`src/rtl/agu_pkg.sv`:
```
package agu_pkg;
  typedef enum logic [1:0] {
    SH_LSL  = 2'b00,
    SH_LSR  = 2'b01,
    SH_ASR  = 2'b10,
    SH_RSVD = 2'b11
  } shift_kind_e;
endpackage

```
`src/rtl/agu_shifter.sv`:
```
module agu_shifter
  import agu_pkg::*;
#(
  parameter int DATA_W  = 32,
  parameter int SHAMT_W = 5
) (
  input  logic [DATA_W-1:0]  val_i,
  input  shift_kind_e        kind_i,
  input  logic [SHAMT_W-1:0] amt_i,
  output logic [DATA_W-1:0]  res_o
);
  logic              go_right;
  logic              fill;
  logic [DATA_W-1:0] stage [SHAMT_W+1];

  assign go_right = (kind_i == SH_LSR) || (kind_i == SH_ASR);
  assign fill     = (kind_i == SH_ASR) ? val_i[DATA_W-1] : 1'b0;
  assign stage[0] = val_i;

  // log-depth shifter: stage k moves by 2^k when amt bit k is set
  for (genvar k = 0; k < SHAMT_W; k++) begin : g_stage
    localparam int Dist = 1 << k;
    logic [DATA_W-1:0] moved;
    if (Dist < DATA_W) begin : g_part
      always_comb begin
        if (go_right) moved = {{Dist{fill}}, stage[k][DATA_W-1:Dist]};
        else          moved = {stage[k][DATA_W-1-Dist:0], {Dist{1'b0}}};
      end
    end else begin : g_full
      always_comb begin
        if (go_right) moved = {DATA_W{fill}};
        else          moved = '0;
      end
    end
    assign stage[k+1] = amt_i[k] ? moved : stage[k];
  end

  assign res_o = stage[SHAMT_W];
endmodule

```
`src/rtl/agu_addsub.sv`:
```
module agu_addsub #(
  parameter int DATA_W = 32
) (
  input  logic [DATA_W-1:0] a_i,
  input  logic [DATA_W-1:0] b_i,
  input  logic              add_i,
  output logic [DATA_W-1:0] sum_o
);
  logic [DATA_W-1:0] b_eff;
  logic [DATA_W-1:0] cin;

  // subtract as a + ~b + 1; result wraps at the data width
  assign b_eff = add_i ? b_i : ~b_i;
  assign cin   = {{(DATA_W-1){1'b0}}, ~add_i};
  assign sum_o = a_i + b_eff + cin;
endmodule

```
`src/rtl/agu_out_stage.sv`:
```
module agu_out_stage #(
  parameter int DATA_W  = 32,
  parameter bit REG_OUT = 1'b1
) (
  input  logic              clk_i,
  input  logic              rst_ni,
  input  logic [DATA_W-1:0] addr_d,
  input  logic              wb_en_d,
  input  logic [DATA_W-1:0] wb_data_d,
  output logic [DATA_W-1:0] addr_q,
  output logic              wb_en_q,
  output logic [DATA_W-1:0] wb_data_q
);
  if (REG_OUT) begin : g_reg
    always_ff @(posedge clk_i or negedge rst_ni) begin
      if (!rst_ni) begin
        addr_q    <= '0;
        wb_en_q   <= 1'b0;
        wb_data_q <= '0;
      end else begin
        addr_q    <= addr_d;
        wb_en_q   <= wb_en_d;
        wb_data_q <= wb_data_d;
      end
    end
  end else begin : g_comb
    logic unused_clk;
    assign unused_clk = clk_i;
    assign addr_q    = rst_ni ? addr_d    : '0;
    assign wb_en_q   = rst_ni ? wb_en_d   : 1'b0;
    assign wb_data_q = rst_ni ? wb_data_d : '0;
  end
endmodule

```
`src/rtl/lsu_agu.sv`:
```
module lsu_agu
  import agu_pkg::*;
#(
  parameter int DATA_W  = 32,
  parameter int IMM_W   = 12,
  parameter int SHAMT_W = 5,
  parameter bit REG_OUT = 1'b1
) (
  input  logic               clk_i,
  input  logic               rst_ni,
  input  logic [DATA_W-1:0]  base_i,
  input  logic [IMM_W-1:0]   imm_i,
  input  logic [DATA_W-1:0]  index_i,
  input  logic               use_reg_i,
  input  logic [1:0]         shift_type_i,
  input  logic [SHAMT_W-1:0] shamt_i,
  input  logic               add_i,
  input  logic               pre_i,
  input  logic               wb_i,
  output logic [DATA_W-1:0]  addr_o,
  output logic               wb_en_o,
  output logic [DATA_W-1:0]  wb_data_o
);
  localparam int PadW = DATA_W - IMM_W;

  shift_kind_e       kind;
  logic [DATA_W-1:0] idx_sh;
  logic [DATA_W-1:0] imm_ext;
  logic [DATA_W-1:0] offset;
  logic [DATA_W-1:0] sum;
  logic [DATA_W-1:0] addr_d;
  logic              wb_en_d;

  assign kind    = shift_kind_e'(shift_type_i);
  assign imm_ext = {{PadW{1'b0}}, imm_i};

  agu_shifter #(.DATA_W(DATA_W), .SHAMT_W(SHAMT_W)) u_shift (
    .val_i  (index_i),
    .kind_i (kind),
    .amt_i  (shamt_i),
    .res_o  (idx_sh)
  );

  assign offset = use_reg_i ? idx_sh : imm_ext;

  agu_addsub #(.DATA_W(DATA_W)) u_add (
    .a_i   (base_i),
    .b_i   (offset),
    .add_i (add_i),
    .sum_o (sum)
  );

  // pre: sum addresses memory; post: raw base addresses, sum always written back
  always_comb begin
    if (pre_i) begin
      addr_d  = sum;
      wb_en_d = wb_i;
    end else begin
      addr_d  = base_i;
      wb_en_d = 1'b1;
    end
  end

  agu_out_stage #(.DATA_W(DATA_W), .REG_OUT(REG_OUT)) u_out (
    .clk_i     (clk_i),
    .rst_ni    (rst_ni),
    .addr_d    (addr_d),
    .wb_en_d   (wb_en_d),
    .wb_data_d (sum),
    .addr_q    (addr_o),
    .wb_en_q   (wb_en_o),
    .wb_data_q (wb_data_o)
  );
endmodule

```
`config.mk`:
```
export PLATFORM = sky130hd
export DESIGN_NAME = lsu_agu
export DESIGN_NICKNAME = d
export VERILOG_FILES = /design/src/rtl/agu_pkg.sv /design/src/rtl/agu_shifter.sv /design/src/rtl/agu_addsub.sv /design/src/rtl/agu_out_stage.sv /design/src/rtl/lsu_agu.sv
export SDC_FILE = /design/constraint.sdc
export NUM_CORES = 1
export LEC_CHECK = 0
export BUFFER_PORTS_ARGS = -buffer_cell sky130_fd_sc_hd__buf_4
export CORE_ASPECT_RATIO = 0.7
export CORE_MARGIN = 4
export CORE_UTILIZATION = 60
export DETAILED_ROUTE_END_ITERATION = 12
export PLACE_DENSITY = 0.95
export REMOVE_ABC_BUFFERS = 1
export SLEW_MARGIN = 20
export SYNTH_ARGS = -nofsm -noshare
export SYNTH_HDL_FRONTEND = slang
export SYNTH_SLANG_ARGS = --single-unit
```
`constraint.sdc`:
```
create_clock -name clk_i -period 1.1 [get_ports clk_i]
set_clock_uncertainty 0.1 [all_clocks]
set_input_delay 0.22 -clock clk_i [delete_from_list [all_inputs] [get_ports clk_i]]
set_output_delay 0.22 -clock clk_i [all_outputs]
set_load 0.005 [all_outputs]
```
==> summary.md, run 1 <==
| Metric | Value |
|---|---|
| Status | stopped before the end |
| Failing step | clock tree synthesis (4_1_cts) |
| Stop err | [ERROR DPL-0038] Utilization greater than 100%, impossible to legalize |
| IO Pins | 154 |
| CTS Hold Bufs | 3 |
| Cell variety after synth | 79 |
| Initial Util | 61.4% |
| Synth Instances | 1,004 |
| Post-CTS resize count | 302 |
| DIE WIDTH | roughly 150 µm |
| Synth Area per Inst | 8.06 µm² |
| CTS Buffer Depth | 2 |
| Hpwl dp | 29,000 µm |
| Top FF cell, synth | dfrtp_1 |
| Synthesis Warnings | 0 |
| Final GP Congestion | approximately 1.1 |
| Seq/Total Area, Yosys | 20.1% |
| Die H | 105 µm |
| CTS root buf | clkbuf_16 |
| EDFF count, synth | 0 |
| Cts bufs inserted | 9 |
| Port Buffers | 153 |
| H-tree level count | 3 |
| Post-synth ARST share | 100% |
| Inst Count DP | 1,574 |
| Syn Std Cell Area | roughly 8100 µm² |
| Row cnt | 35 |
| Post-CTS Setup Bufs | 52 |
| Sink Count | 65 |
| #FFs+latches synth | 65 |
==> metrics by stage <==
| step | worst slack [ns] | cell area (µm²) | TNS, ns | hold WS, ns |
|---|---|---|---|---|
| floorplan | -7.91 | 7750 | -457.92 | -0.176 |
| detailed placement | -4.68 | 11500 | -252.17 | 0.0191 |
| global placement | -4.30 | 11500 | -233.09 | 0.00431 |
==> Yosys cell counts (4+ instances only) <==
master | n | area share, %
nor2b_1 | 6 | 0.46
nand2b_1 | 8 | 0.62
xor2_1 | 10 | 1.1
nand3_1 | 13 | 0.80
mux2_2 | 38 | 5.3
o32ai_1 | 4 | 0.43
o21a_1 | 6 | 0.56
buf_1 | 10 | 0.46
o2bb2ai_1 | 4 | 0.43
a211oi_1 | 33 | 3.1
nor3_1 | 11 | 0.68
mux4_2 | 26 | 7.2
nand4_1 | 6 | 0.46
o2111ai_1 | 6 | 0.65
dfrtp_1 | 65 | 20
o21bai_1 | 10 | 0.93
nand4b_1 | 4 | 0.43
o22ai_1 | 8 | 0.62
a211o_1 | 5 | 0.54
or2_2 | 5 | 0.39
buf_2 | 17 | 1.1
nor2_1 | 135 | 6.3
ha_1 | 31 | 4.8
clkbuf_1 | 41 | 1.9
a21oi_1 | 97 | 6.0
nand2_1 | 77 | 3.6
xnor2_1 | 50 | 5.4
and2_1 | 5 | 0.39
o21ai_0 | 57 | 3.5
mux2i_1 | 62 | 7.7
o211ai_1 | 16 | 1.5
inv_1 | 25 | 1.2
a31oi_1 | 15 | 1.2
a21o_1 | 25 | 2.3
buf_4 | 7 | 0.65
==> cells by family after synthesis <==
kind of cell	synth area share, %
compound gates	26.1
buf+inv	5.46
mux	20.8
simple gates	16.0
xor+xnor	6.49
fa+ha+maj	5.04
flops	20.1
==> run 2, diff against run 1 <==
--- a/config.mk
+++ b/config.mk
@@ -6,11 +6,10 @@
 export NUM_CORES = 1
 export LEC_CHECK = 0
 export BUFFER_PORTS_ARGS = -buffer_cell sky130_fd_sc_hd__buf_4
-export CORE_ASPECT_RATIO = 0.7
 export CORE_MARGIN = 4
-export CORE_UTILIZATION = 60
+export CORE_UTILIZATION = 40
 export DETAILED_ROUTE_END_ITERATION = 12
-export PLACE_DENSITY = 0.95
+export PLACE_DENSITY_LB_ADDON = 0.15
 export REMOVE_ABC_BUFFERS = 1
 export SLEW_MARGIN = 20
 export SYNTH_ARGS = -nofsm -noshare
==> run 2 against run 1 <==
Against the previous run:
- the flow now finishes, with violations (negative setup slack)
- area after synthesis unchanged
- synthesized cell count unchanged
==> summary.md, run 2 <==
| Metric | Value |
|---|---|
| Setup TNS | -206.63 ns |
| First-pass GRT wire length | 49,500 µm |
| Syn Std Cell Area | 8090 µm² (unchanged) |
| CP startpoint kind | input port |
| TritonRoute pass-1 iters | 6 |
| Fin nets | about 1,600 |
| Final-report hold violation count | 0 |
| Worst setup margin | -3.64 ns |
| IO Pins | 154 (unchanged) |
| Rel. slew slack | 64.9% |
| RSZ-0062 raised after global routing | yes |
| Top FF cell, synth | dfrtp_1 |
| Slew Viols, Final | 0 |
| TritonCTS clock tree | done |
| Initial Util | 41.2% (-20 points) |
| Port Buffers | 153 (unchanged) |
| Remaining global-route overflow | 0 |
| Most frequent cell after synthesis | nor2_1 |
| Final GP Congestion | 0.958 (-16%) |
| Failing checks | negative setup slack |
| Post-synth top area cell | dfrtp_1 |
| Via Count | just under 10,000 |
| Worst Path Required | between 1 and 1.5 ns |
| Synth Area per Inst | 8.06 µm² (unchanged) |
| Row cnt | 51 (+46%) |
| Max-cap violation count | 0 |
| Crit path DAT | 4.85 ns |
| Total power | 19.4 mW |
| Initial antenna violation count | 0 |
| Lkg Pwr | around 6.5 nW |
| Avg WL per Cell | 18.8 µm |
| Filler Cell Count | 1,478 |
| DRT iter0 DRCs | 650 |
| Die H | 150 µm (+43%) |
| Crit share post-route | 431% |
| Ratio of cells with drive above 1 in the final layout | 55.3% |
| Post-route ant nets | 0 |
| WL final | 33,100 µm |
| Post-route minimum period | 4.74 ns |
| GRT Total Usage | 27.2% |
| Cell variety after synth | 79 (unchanged) |
| ANT cells | 0 |
| EDFF count, synth | 0 (unchanged) |
| Die ar. | 22,600 µm² |
| Commonest non-fill, non-tap cell in the layout | buf_4 |
| PD cells | 1360 nW/µm² |
| Most frequent cells after synthesis | nor2_1, a21oi_1, nand2_1, dfrtp_1, mux2i_1 |
| Worst-path fanout max | 6 |
| Status | complete, but fails checks |
| Largest net degree at the start of global routing | 39 |
| H-tree level count | 3 (unchanged) |
| CTS Buffer Depth | 2 (unchanged) |
| Post-route design area | 14,200 µm² |
| Dominant cells by area after synthesis | dfrtp_1, mux2i_1, mux4_2 |
| Seq/Total Area, Yosys | 20.1% (unchanged) |
| Synthesis Warnings | 0 (unchanged) |
| Top Registers | u_out.addr_q (32), u_out.wb_data_q (32), u_out.wb_en_q (1) |
| Peak supply drop | 801 µV |
| Core Region | 19,700 µm² |
| Synth Instances | 1,004 (unchanged) |
| Crit path from | shift_type_i[0] |
| Worst Setup End Kind | flop |
| Slew @ Worst Pin | 0.522 ns |
| Hpwl dp | 24,100 µm (-17%) |
| Sink Count | 65 (unchanged) |
| Hold Path Cell Cnt | 2 |
| Setup Crit Path Kind | input port to flop |
| Most frequent cells in the layout | buf_4, nor2_1, buf_6, nand2_1, dfrtp_1 |
| Worst-path clk slew | 0.06 ns |
| CTS root buf | clkbuf_16 |
| P&R area growth vs syn | 76.1% |
| # DRC | 0 |
| CP endpoint | u_out.addr_q[25] |
| Top-area cell type share of the netlist area | 20.1% (unchanged) |
| Type of the most critical hold path | input port to flop |
| #FFs+latches synth | 65 (unchanged) |
| Final setup vio count | 129 |
| Cts bufs inserted | 9 (unchanged) |
| Vias in the first global route | 9,643 |
| Achievable Freq | 211 MHz |
| Placed Area | 12,000 µm² (+3.8%) |
| Post-synth ARST share | 100% (unchanged) |
| DIE WIDTH | 150 µm (+2.3%) |
| DR vias/cell | 5.61 |
run 2: cell counts after synthesis:
No cell type changed its count.
run 2: final cells by class:
type	instances	area, µm²	area share, %
clock buffer	9	225	1.58
clock inverter	7	118	0.825
inverter	27	104	0.729
multi-input combinational	836	7190	50.5
sequential	65	1630	11.4
tap	265	332	2.33
timing repair buffer	550	4650	32.7
run 2: repair_timing:
action,4_1_cts,5_1_grt
resized for setup,244,139
endpoints found under the setup margin,129,129
hold buffers,2,0
setup buffers,33,23
endpoints found under the hold margin,66,0
pin swaps,95,116
run 2: cell families (layout without fill, tap and decap cells):
family,after synthesis,count (layout),share of synthesized area [%]
and+or+nand+nor,289,289,16.0
DFF,65,65,20.1
adders and majority gates,32,32,5.04
AOI/OAI and AO/OA,326,326,26.1
xor gates and xnor gates,60,60,6.49
buffers and inverters,103,593,5.46
muxes,129,129,20.8
run 2: where the power goes:
group | internal (mW) | switching [mW]
Clock | 2.22 | 1.13
Combinational | 7.02 | 5.47
Sequential | 3.21 | 0.373
run 2: worst min-delay path by stage:
stage / endpoint / startpoint / slack [ns]
finish: u_out.addr_q[5] / base_i[5] / 0.04
global route: u_out.addr_q[8] / base_i[8] / 0.03
CTS: u_out.addr_q[28] / base_i[28] / 0.03
detailed placement: u_out.addr_q[6] / rst_ni / -0.05
global placement: u_out.wb_data_q[6] / rst_ni / -0.05
floorplan: u_out.addr_q[0] / rst_ni / -0.18
run 2: routing by layer:
metal / track usage [%] / up-vias / part of all wire (%)
met1: 33.6 / 4741 / 40
met5: 0 / - / 0
met2: 49.8 / 375 / 51
met4: 8.46 / 0 / 3.1
li1: - / 4680 / -
met3: 2.83 / 66 / 5.7
run 2: critical path, cell delays in order:
cell and delay (ns):
buf_6 0.07, inv_4 0.03, ha_4 0.35, buf_8 0.15
buf_6 0.10, mux4_2 0.54, a21oi_4 0.19, buf_6 0.11
o21a_1 0.12, mux2_4 0.18, buf_6 0.11, nor2_4 0.03
nor2_2 0.13, nor3_2 0.06, a221oi_2 0.24, xnor2_1 0.15
ha_1 0.36, nand3_2 0.14, nor2_4 0.07, o2111a_1 0.14
mux2_4 0.31, nor2_4 0.24, a31oi_4 0.16, a211oi_2 0.26
xnor2_1 0.12, mux2_4 0.26
run 2: through the flow:
step | hold slack (ns) | std cells | util [%] | worst slack, ns
after CTS | 0.0303 | 1746 | 68.9 | -3.50
after detailed placement | -0.0470 | 1695 | 60.9 | -4.43
after global placement | -0.0477 | 1695 | 60.9 | -4.27
after floorplan | -0.176 | 928 | - | -7.91
final | 0.0351 | 1759 | 72.5 | -3.64
after global routing | 0.0311 | 1759 | 72.5 | -3.76
Power figures use the tool's default switching activity.
==> run 3, diff against run 2 <==
--- a/config.mk
+++ b/config.mk
@@ -7,7 +7,7 @@
 export LEC_CHECK = 0
 export BUFFER_PORTS_ARGS = -buffer_cell sky130_fd_sc_hd__buf_4
 export CORE_MARGIN = 4
-export CORE_UTILIZATION = 40
+export CORE_UTILIZATION = 55
 export DETAILED_ROUTE_END_ITERATION = 12
 export PLACE_DENSITY_LB_ADDON = 0.15
 export REMOVE_ABC_BUFFERS = 1
==> run 3 against run 2 <==
Against the previous run:
- the flow now stops in global routing (5_1_grt)
- synthesized cell count is the same
- area after synthesis did not move
==> summary.md, run 3 <==
| Metric | Value |
|---|---|
| Die H | 129 µm (-14%) |
| Post-GRT worst EP | u_out.addr_q[28]$_DFF_PN0_/D |
| Most frequent cells after synthesis | nor2_1, a21oi_1, nand2_1, dfrtp_1, mux2i_1 |
| Post-synth top area cell | dfrtp_1 |
| CTS Buffer Depth | 2 (unchanged) |
| Post-synth ARST share | 100% (unchanged) |
| Placed Area | 11,600 µm² (-3.3%) |
| CTS root buf | clkbuf_16 |
| H-tree level count | 3 (unchanged) |
| EDFF count, synth | 0 (unchanged) |
| Hpwl dp | 24,700 µm (+2.3%) |
| Synth Instances | 1,004 (unchanged) |
| Largest net degree at the start of global routing | 31 |
| Most frequent cell after synthesis | nor2_1 |
| Sink Count | 65 (unchanged) |
| Status | stopped before the end |
| Synthesis Warnings | 0 (unchanged) |
| Initial Util | 55.9% (+15 points) |
| Worst slack at placement | -4.61 ns (-0.174 ns) |
| Cell variety after synth | 79 (unchanged) |
| Syn Std Cell Area | 8090 µm² (unchanged) |
| #FFs+latches synth | 65 (unchanged) |
| Synth Area per Inst | 8.06 µm² (unchanged) |
| IO Pins | 154 (unchanged) |
| Stop err | [ERROR DPL-0038] Utilization greater than 100%, impossible to legalize |
| Row cnt | 44 (-14%) |
| Final GP Congestion | 1.01 (+5.1%) |
| Failing step | global routing (5_1_grt) |
| Top FF cell, synth | dfrtp_1 |
| Cts bufs inserted | 9 (unchanged) |
| Top-area cell type share of the netlist area | 20.1% (unchanged) |
| Dominant cells by area after synthesis | dfrtp_1, mux2i_1, mux4_2 |
| Port Buffers | 153 (unchanged) |
| Seq/Total Area, Yosys | 20.1% (unchanged) |
| Worst_ep kind | sequential cell input |
| DIE WIDTH | 129 µm (-14%) |
## run 3: cell counts after synthesis
Identical to the previous run, type by type.
## run 3: kinds of logic after synthesis
kind of cell	synth area share, %
xor+xnor	6.49
fa+ha+maj	5.04
flops	20.1
buf+inv	5.46
simple gates	16.0
compound gates	26.1
mux	20.8
## run 3: stage by stage
step / hold slack (ns) / util [%] / setup TNS (ns) / std cells
floorplan: -0.176 / - / -457.92 / 928
global placement: -0.00290 / 79.9 / -241.01 / 1573
detailed placement: 0.00519 / 79.9 / -250.36 / 1573
CTS: 0.0220 / 94.3 / -206.00 / 1641
## run 3: what timing repair did
item / CTS
setup endpoints to repair: 129
endpoints found under the hold margin: 66
pin swaps: 114
resized for setup: 325
setup buffers: 50
hold buffers: 2
gates cloned: 2
